[src/rtl/vtsync_pkg.sv]
package vtsync_pkg;

  localparam int NUM_FLAGS = 2;
  localparam int FLAG_H    = 0;
  localparam int FLAG_F    = 1;

  localparam logic [3:0] FMT_EMB_A = 4'b1100;
  localparam logic [3:0] FMT_EMB_B = 4'b1101;

  // Strobes from control to datapath for one clock
  typedef struct packed {
    logic hLoad;   // reload horizontal counter from trigger
    logic hWrap;   // horizontal counter returns to zero
    logic vLoad;   // reload vertical counter, mark even field
    logic vWrap;   // vertical counter returns to zero, field flips
    logic vStep;   // vertical counter advances by two half-lines
  } syncCtrl_t;

  function automatic logic isEmbeddedFmt(input logic [3:0] fmt);
    return (fmt == FMT_EMB_A) || (fmt == FMT_EMB_B);
  endfunction

endpackage

[src/rtl/vtsync_flag_edge.sv]
module vtsync_flag_edge #(
  parameter int N = 2
) (
  input  logic         clk,
  input  logic         rstN,
  input  logic         sampleEn,
  input  logic [N-1:0] flags,
  output logic [N-1:0] rise
);

  logic [N-1:0] prevFlags;

  for (genvar i = 0; i < N; i++) begin : g_flag
    always_ff @(posedge clk or negedge rstN) begin
      if (!rstN) begin
        prevFlags[i] <= 1'b0;
      end else if (sampleEn) begin
        prevFlags[i] <= flags[i];
      end
    end

    assign rise[i] = sampleEn & flags[i] & ~prevFlags[i];
  end

endmodule

[src/rtl/vtsync_ctrl.sv]
module vtsync_ctrl
  import vtsync_pkg::*;
#(
  parameter  int PIX_W = 10,
  parameter  int V_W   = 11,
  localparam int HC_W  = PIX_W + 1
) (
  input  logic            clk,
  input  logic            rstN,
  input  logic [3:0]      fmtSel,
  input  logic [PIX_W-1:0] pixPerLine,
  input  logic [V_W-1:0]  halfLinesPerFrame,
  input  logic            flagValid,
  input  logic            fFlag,
  input  logic            hFlag,
  input  logic [HC_W-1:0] hCount,
  input  logic [V_W-1:0]  vCount,
  output syncCtrl_t       ctrl
);

  logic [NUM_FLAGS-1:0] flagVec;
  logic [NUM_FLAGS-1:0] flagRise;
  logic                 embedded;
  logic [HC_W-1:0]      hLast;
  logic                 hAtEnd;
  logic [V_W:0]         vNext;
  logic                 vOver;

  always_comb begin
    flagVec         = '0;
    flagVec[FLAG_H] = hFlag;
    flagVec[FLAG_F] = fFlag;
  end

  vtsync_flag_edge #(.N(NUM_FLAGS)) u_edge (
    .clk      (clk),
    .rstN     (rstN),
    .sampleEn (flagValid),
    .flags    (flagVec),
    .rise     (flagRise)
  );

  assign embedded = isEmbeddedFmt(fmtSel);
  assign hLast    = {pixPerLine, 1'b0} - HC_W'(1);
  assign hAtEnd   = (hCount >= hLast);
  assign vNext    = {1'b0, vCount} + (V_W + 1)'(2);
  assign vOver    = (vNext >= {1'b0, halfLinesPerFrame});

  always_comb begin
    ctrl.hLoad = embedded & flagRise[FLAG_H];
    ctrl.vLoad = embedded & flagRise[FLAG_F];
    ctrl.hWrap = hAtEnd & ~ctrl.hLoad;
    ctrl.vWrap = ctrl.hWrap & ~ctrl.vLoad & vOver;
    ctrl.vStep = ctrl.hWrap & ~ctrl.vLoad & ~vOver;
  end

endmodule

[src/rtl/vtsync_datapath.sv]
module vtsync_datapath
  import vtsync_pkg::*;
#(
  parameter  int PIX_W = 10,
  parameter  int V_W   = 11,
  localparam int HC_W  = PIX_W + 1
) (
  input  logic            clk,
  input  logic            rstN,
  input  syncCtrl_t       ctrl,
  input  logic [HC_W-1:0] hTrig,
  input  logic [V_W-1:0]  vTrig,
  output logic [HC_W-1:0] hCount,
  output logic [V_W-1:0]  vCount,
  output logic            fieldEven,
  output logic            lineStart,
  output logic            fieldStart
);

  logic [HC_W-1:0] hCountNext;
  logic [V_W-1:0]  vCountNext;
  logic            fieldNext;

  always_comb begin
    if (ctrl.hLoad)      hCountNext = hTrig;
    else if (ctrl.hWrap) hCountNext = '0;
    else                 hCountNext = hCount + HC_W'(1);
  end

  always_comb begin
    vCountNext = vCount;
    fieldNext  = fieldEven;
    if (ctrl.vLoad) begin
      vCountNext = vTrig;
      fieldNext  = 1'b1;
    end else if (ctrl.vWrap) begin
      vCountNext = '0;
      fieldNext  = ~fieldEven;
    end else if (ctrl.vStep) begin
      vCountNext = vCount + V_W'(2);
    end
  end

  always_ff @(posedge clk or negedge rstN) begin
    if (!rstN) begin
      hCount    <= '0;
      vCount    <= '0;
      fieldEven <= 1'b0;
    end else begin
      hCount    <= hCountNext;
      vCount    <= vCountNext;
      fieldEven <= fieldNext;
    end
  end

  assign lineStart  = (hCount == '0);
  assign fieldStart = lineStart & (vCount == '0);

endmodule

[src/rtl/tv_timebase_sync.sv]
module tv_timebase_sync
  import vtsync_pkg::*;
#(
  parameter  int PIX_W = 10,
  parameter  int V_W   = 11,
  localparam int HC_W  = PIX_W + 1
) (
  input  logic             clk,
  input  logic             rstN,
  input  logic [3:0]       fmtSel,
  input  logic [PIX_W-1:0] pixPerLine,
  input  logic [V_W-1:0]   halfLinesPerFrame,
  input  logic [HC_W-1:0]  hTrig,
  input  logic [V_W-1:0]   vTrig,
  input  logic             flagValid,
  input  logic             fFlag,
  input  logic             hFlag,
  output logic [HC_W-1:0]  hCount,
  output logic [V_W-1:0]   vCount,
  output logic             fieldEven,
  output logic             lineStart,
  output logic             fieldStart
);

  syncCtrl_t ctrl;

  vtsync_ctrl #(.PIX_W(PIX_W), .V_W(V_W)) u_ctrl (
    .clk               (clk),
    .rstN              (rstN),
    .fmtSel            (fmtSel),
    .pixPerLine        (pixPerLine),
    .halfLinesPerFrame (halfLinesPerFrame),
    .flagValid         (flagValid),
    .fFlag             (fFlag),
    .hFlag             (hFlag),
    .hCount            (hCount),
    .vCount            (vCount),
    .ctrl              (ctrl)
  );

  vtsync_datapath #(.PIX_W(PIX_W), .V_W(V_W)) u_dp (
    .clk        (clk),
    .rstN       (rstN),
    .ctrl       (ctrl),
    .hTrig      (hTrig),
    .vTrig      (vTrig),
    .hCount     (hCount),
    .vCount     (vCount),
    .fieldEven  (fieldEven),
    .lineStart  (lineStart),
    .fieldStart (fieldStart)
  );

endmodule

[config.mk]
export PLATFORM = sky130hd
export DESIGN_NAME = tv_timebase_sync
export DESIGN_NICKNAME = d
export VERILOG_FILES = /design/src/rtl/vtsync_pkg.sv /design/src/rtl/vtsync_flag_edge.sv /design/src/rtl/vtsync_ctrl.sv /design/src/rtl/vtsync_datapath.sv /design/src/rtl/tv_timebase_sync.sv
export SDC_FILE = /design/constraint.sdc
export NUM_CORES = 1
export LEC_CHECK = 0
export ABC_CLOCK_PERIOD_IN_PS = 5100
export BUFFER_PORTS_ARGS = -buffer_cell sky130_fd_sc_hd__buf_2
export CAP_MARGIN = 20
export CELL_PAD_IN_SITES_DETAIL_PLACEMENT = 0
export CELL_PAD_IN_SITES_GLOBAL_PLACEMENT = 1
export CORE_MARGIN = 1.5
export CORE_UTILIZATION = 39
export CTS_CLUSTER_DIAMETER = 50
export DETAILED_ROUTE_END_ITERATION = 7
export MAX_ROUTING_LAYER = met4
export PLACE_DENSITY = 0.89
export SLEW_MARGIN = 20
export SYNTH_ARGS = -nofsm -noshare
export SYNTH_HDL_FRONTEND = slang
export SYNTH_SLANG_ARGS = --single-unit
[constraint.sdc]
create_clock -name clk -period 5.1 [get_ports clk]
set_input_delay 0.51 -clock clk [delete_from_list [all_inputs] [get_ports clk]]
set_output_delay 0.51 -clock clk [all_outputs]
set_load 0.05 [all_outputs]
==> results list <==
- Max-cap violation count: 0
- After synthesis the cells add up to 0.002155 mm2.
- Combinational family with the most area after synthesis: simple AND/OR/NAND/NOR gates
- The first TritonRoute pass finished after 4 iterations.
- Type of destination of the critical path: register
- For this design the ratio of total power to cell area is 531.4 mW/mm2.
* Type of the worst setup path: primary input to register
- Ratio of cells with drive above 1 in the final layout: 26.75%
- After clock tree synthesis, the setup repair step added 0 buffers.
- After synthesis, the largest area contributor takes up 29.04% of total cell area.
* Net count after synthesis: 335
* Post-Synth XOR/XNOR Area: 10.57%
- Signal arrival time at the worst endpoint: 3.93 ns
- After synthesis, the cell types taking the most area are sky130_fd_sc_hd__dfrtp_1 29%, sky130_fd_sc_hd__ha_1 15%, sky130_fd_sc_hd__xnor2_1 6.5%.
- The number of antenna violations at the first check in global routing was 0.
* Sort of element at the start of the critical path: primary input
- Dividing the final minimum period by the clock period gives 73.13%.
- In this run the tightest slew margin relative to its limit is 60.50%.
* Row count: 26
- Async S/R FF share, synth: 100.0%
* I/O pin count: 77
- Summed over all cells, the static leakage comes to 1.332 nW.
- Crit-path max FO: 15
- After Yosys synthesis, full adders, half adders and majority gates account for 14.52% of the synthesized area.
- Adding up every negative setup slack in the final design gives 0 ns.
- Setup violations remaining at the end of the flow were counted as 0.
- Synthesis-to-finish area growth: 22.01%
- For this run, the register share of the synthesized area comes to 29.04%.
- At the later pin of the worst-skew pair, clock insertion delay measures 0.27 ns.
* Overflow left after global routing: 0
* Multiplexer share of the synthesized area: 0%
- CTS resizes: 0
- The path class of the tightest hold or removal check is primary input to asynchronous set/reset pin.
* Final min period: 3.730 ns
* Hold buffer count at CTS: 0
* Via count normalized by instance count: 5.040
- Clock transition at the registers of the reported paths: 0.09 ns
* Critical path required time: 5.30 ns
- Maximum number of pins on one net before global-route repair: 26
- Most common cell in the netlist: sky130_fd_sc_hd__nand2_1
* Horizontal extent of the die: 77.33 um
- For this block, the initial DRC count from the detailed router was 72.
- CTS H-tree lvls: 1
- Total number of clock tree sinks: 25
* Clk_skew: 0.003342 ns
- Inserted Diodes: 0
- The die covers 0.005979 mm2.
- Outcome: completed
- Number of warnings issued by yosys: 0
- Routed wire length per instance: 13.38 um
- For the worst flop-to-flop path, the logic depth is 10.
- Maximum clock frequency: 0.2681 GHz
- Of the total synthesized cell area, the portion taken by AND, OR, NAND and NOR gates is 23.52%.
- The endpoint identified for the worst register-to-register timing path is u_dp.vCount[3]$_DFFE_PN0P_.
- Mean area per synthesized cell: 8.351 um2
* Vias in the first global route: 1913
- Final Slew Violations: 0
- In this run the register-to-register setup slack is 2.00 ns.
- The first global-routing pass estimated 9.094 mm of wire.
* FF-to-FF Start: u_dp.vCount[3]$_DFFE_PN0P_
- The synthesized design contains 0 enable-type register cells.
- Global routing consumed, over all layers together, 19.56% of the routing resources.
- Actual transition at the worst max-transition pin: 0.5925 ns
* Final weighted congestion in routability-driven placement: 0.8783
- TritonCTS Buffers: 3
- Synthesis handed over a netlist of 258 instances.
- Setup repair after global routing missed its margin: false
* Y dimension of the die: 77.33 um
- IR Drop Worst-Case VDD: 0.0002487 V
* Starting density of the core: 41.39%
- Worst slack on hold paths: 0.2325 ns
- Maximum number of buffers from clock root to sink: 2
- Total number of vias: 2011
* Leading register cell type out of synthesis: sky130_fd_sc_hd__dfrtp_1
- Share of the synthesized area in compound gates (AO/OA/AOI/OAI): 16.26%
* Detailed-placement wirelength estimate: 4.246 mm
- Clock tree synthesis selected as its root buffer the cell sky130_fd_sc_hd__clkbuf_8.
- Commonest cells in the synthesized netlist: 28 x sky130_fd_sc_hd__nand2_1, 25 x sky130_fd_sc_hd__dfrtp_1, 25 x sky130_fd_sc_hd__ha_1, 22 x sky130_fd_sc_hd__inv_1, 19 x sky130_fd_sc_hd__nor2_1
- Yosys mapped the design onto 46 distinct sky130hd cell types.
- The count of buffers added on input and output ports is 75.
- Total wire length: 5.340 mm
* CTS tree: built
* Hold violation total from the final report: 0
- The most critical setup path has its endpoint at u_dp.vCount[3]$_DFFE_PN0P_.
* Number of nets in the finished design: 407
- Startpoint of the most critical setup path: pixPerLine[2]
- In the routed design, unresolved DRC markers number 0.
* Yosys top cell by area: sky130_fd_sc_hd__dfrtp_1
- The count of nets left with antenna violations once routing finished came out at 0.
* Flip-flop and latch count after synthesis: 25
- Core area: 0.005205 mm2
==> registers in the layout (all words and copies together), names as in the netlist <==
signal	flops
u_ctrl.u_edge.prevFlags	2
u_dp.vCount	11
u_dp.fieldEven	1
u_dp.hCount	11
==> power by group <==
part / total (mW) / switching, mW / internal (mW)
Clock: 0.121 / 0.0652 / 0.0560
Sequential: 0.418 / 0.139 / 0.279
Combinational: 0.858 / 0.573 / 0.285
Total: 1.40 / 0.777 / 0.620
==> layout by cell type, fill, tap and decap left out, types with 3 or more instances in the layout <==
master	synthesis	layout
sky130_fd_sc_hd__nor2_1	19	19
sky130_fd_sc_hd__nand3_1	12	12
sky130_fd_sc_hd__xor2_1	10	10
sky130_fd_sc_hd__nor4_1	4	4
sky130_fd_sc_hd__o21ai_1	5	5
sky130_fd_sc_hd__clkbuf_8	0	3
sky130_fd_sc_hd__xnor2_1	16	16
sky130_fd_sc_hd__ha_1	25	25
sky130_fd_sc_hd__nand2_1	28	28
sky130_fd_sc_hd__inv_1	22	22
sky130_fd_sc_hd__o41ai_1	3	3
sky130_fd_sc_hd__nor2b_1	3	3
sky130_fd_sc_hd__a221oi_1	3	3
sky130_fd_sc_hd__a21oi_1	10	10
sky130_fd_sc_hd__o31ai_1	3	3
sky130_fd_sc_hd__nand3b_1	3	3
sky130_fd_sc_hd__dfrtp_1	25	25
sky130_fd_sc_hd__buf_2	2	75
sky130_fd_sc_hd__and3_1	4	4
sky130_fd_sc_hd__nor3_1	8	8
sky130_fd_sc_hd__o21ai_0	14	14
sky130_fd_sc_hd__a31oi_1	4	4
==> logic make-up after synthesis <==
group,after synthesis
DFF,25
xor gates and xnor gates,26
and+or+nand+nor,97
AOI/OAI and AO/OA,53
buffers and inverters,32
adders and majority gates,25
==> worst max-delay path, stage by stage <==
cell and delay [ns]:
sky130_fd_sc_hd__buf_2 0.12, sky130_fd_sc_hd__or4_1 0.57, sky130_fd_sc_hd__or4_1 0.44, sky130_fd_sc_hd__xor2_1 0.18, sky130_fd_sc_hd__ha_1 0.30, sky130_fd_sc_hd__nand4_1 0.12
sky130_fd_sc_hd__a211o_1 0.29, sky130_fd_sc_hd__o211a_1 0.13, sky130_fd_sc_hd__nor2_2 0.44, sky130_fd_sc_hd__nor4b_4 0.52, sky130_fd_sc_hd__nand3b_1 0.13, sky130_fd_sc_hd__a31oi_1 0.18
==> area by class of cell <==
type / instances / area (um2)
multi-input cells: 201 / 1398
repair buffers: 77 / 390.4
flip-flops and latches: 25 / 625.6
inverters: 22 / 82.58
clock buffers: 4 / 45.04
fillers: 522 / 2576
well taps: 70 / 87.58
==> per-stage QoR <==
stage	area, um2	worst slack (ns)	cells	util, %	total power [mW]
floorplan	2155	1.854	258	-	1.070
global placement	2584	1.217	395	49.64	1.264
detailed placement	2584	1.134	395	49.64	1.284
CTS	2629	1.404	399	50.50	1.407
global route	2629	1.166	399	50.50	1.516
finish	2629	1.370	399	50.50	1.397
==> worst min-delay path by stage <==
stage	startpoint	end	depth (start not counted)
6_report	rstN	u_dp.fieldEven$_DFFE_PN0P_	1
3_5_place_dp	u_dp.fieldEven$_DFFE_PN0P_	u_dp.fieldEven$_DFFE_PN0P_	2
5_1_grt	rstN	u_dp.fieldEven$_DFFE_PN0P_	1
3_3_place_gp	u_dp.fieldEven$_DFFE_PN0P_	u_dp.fieldEven$_DFFE_PN0P_	2
2_1_floorplan	rstN	u_ctrl.u_edge.prevFlags[0]$_DFFE_PN0P_	0
4_1_cts	rstN	u_dp.vCount[0]$_DFFE_PN0P_	1
==> layer usage <==
layer  GRT usage, %  part of all wire [%]  vias to the layer above
li1               -                     -                     1054
met1          27.16                    51                      901
met2          29.39                    44                       54
met3          3.095                   4.3                        2
met4          5.455                  0.92                        0
met5              -                     0                        -
(Power assumes the default switching activity.)
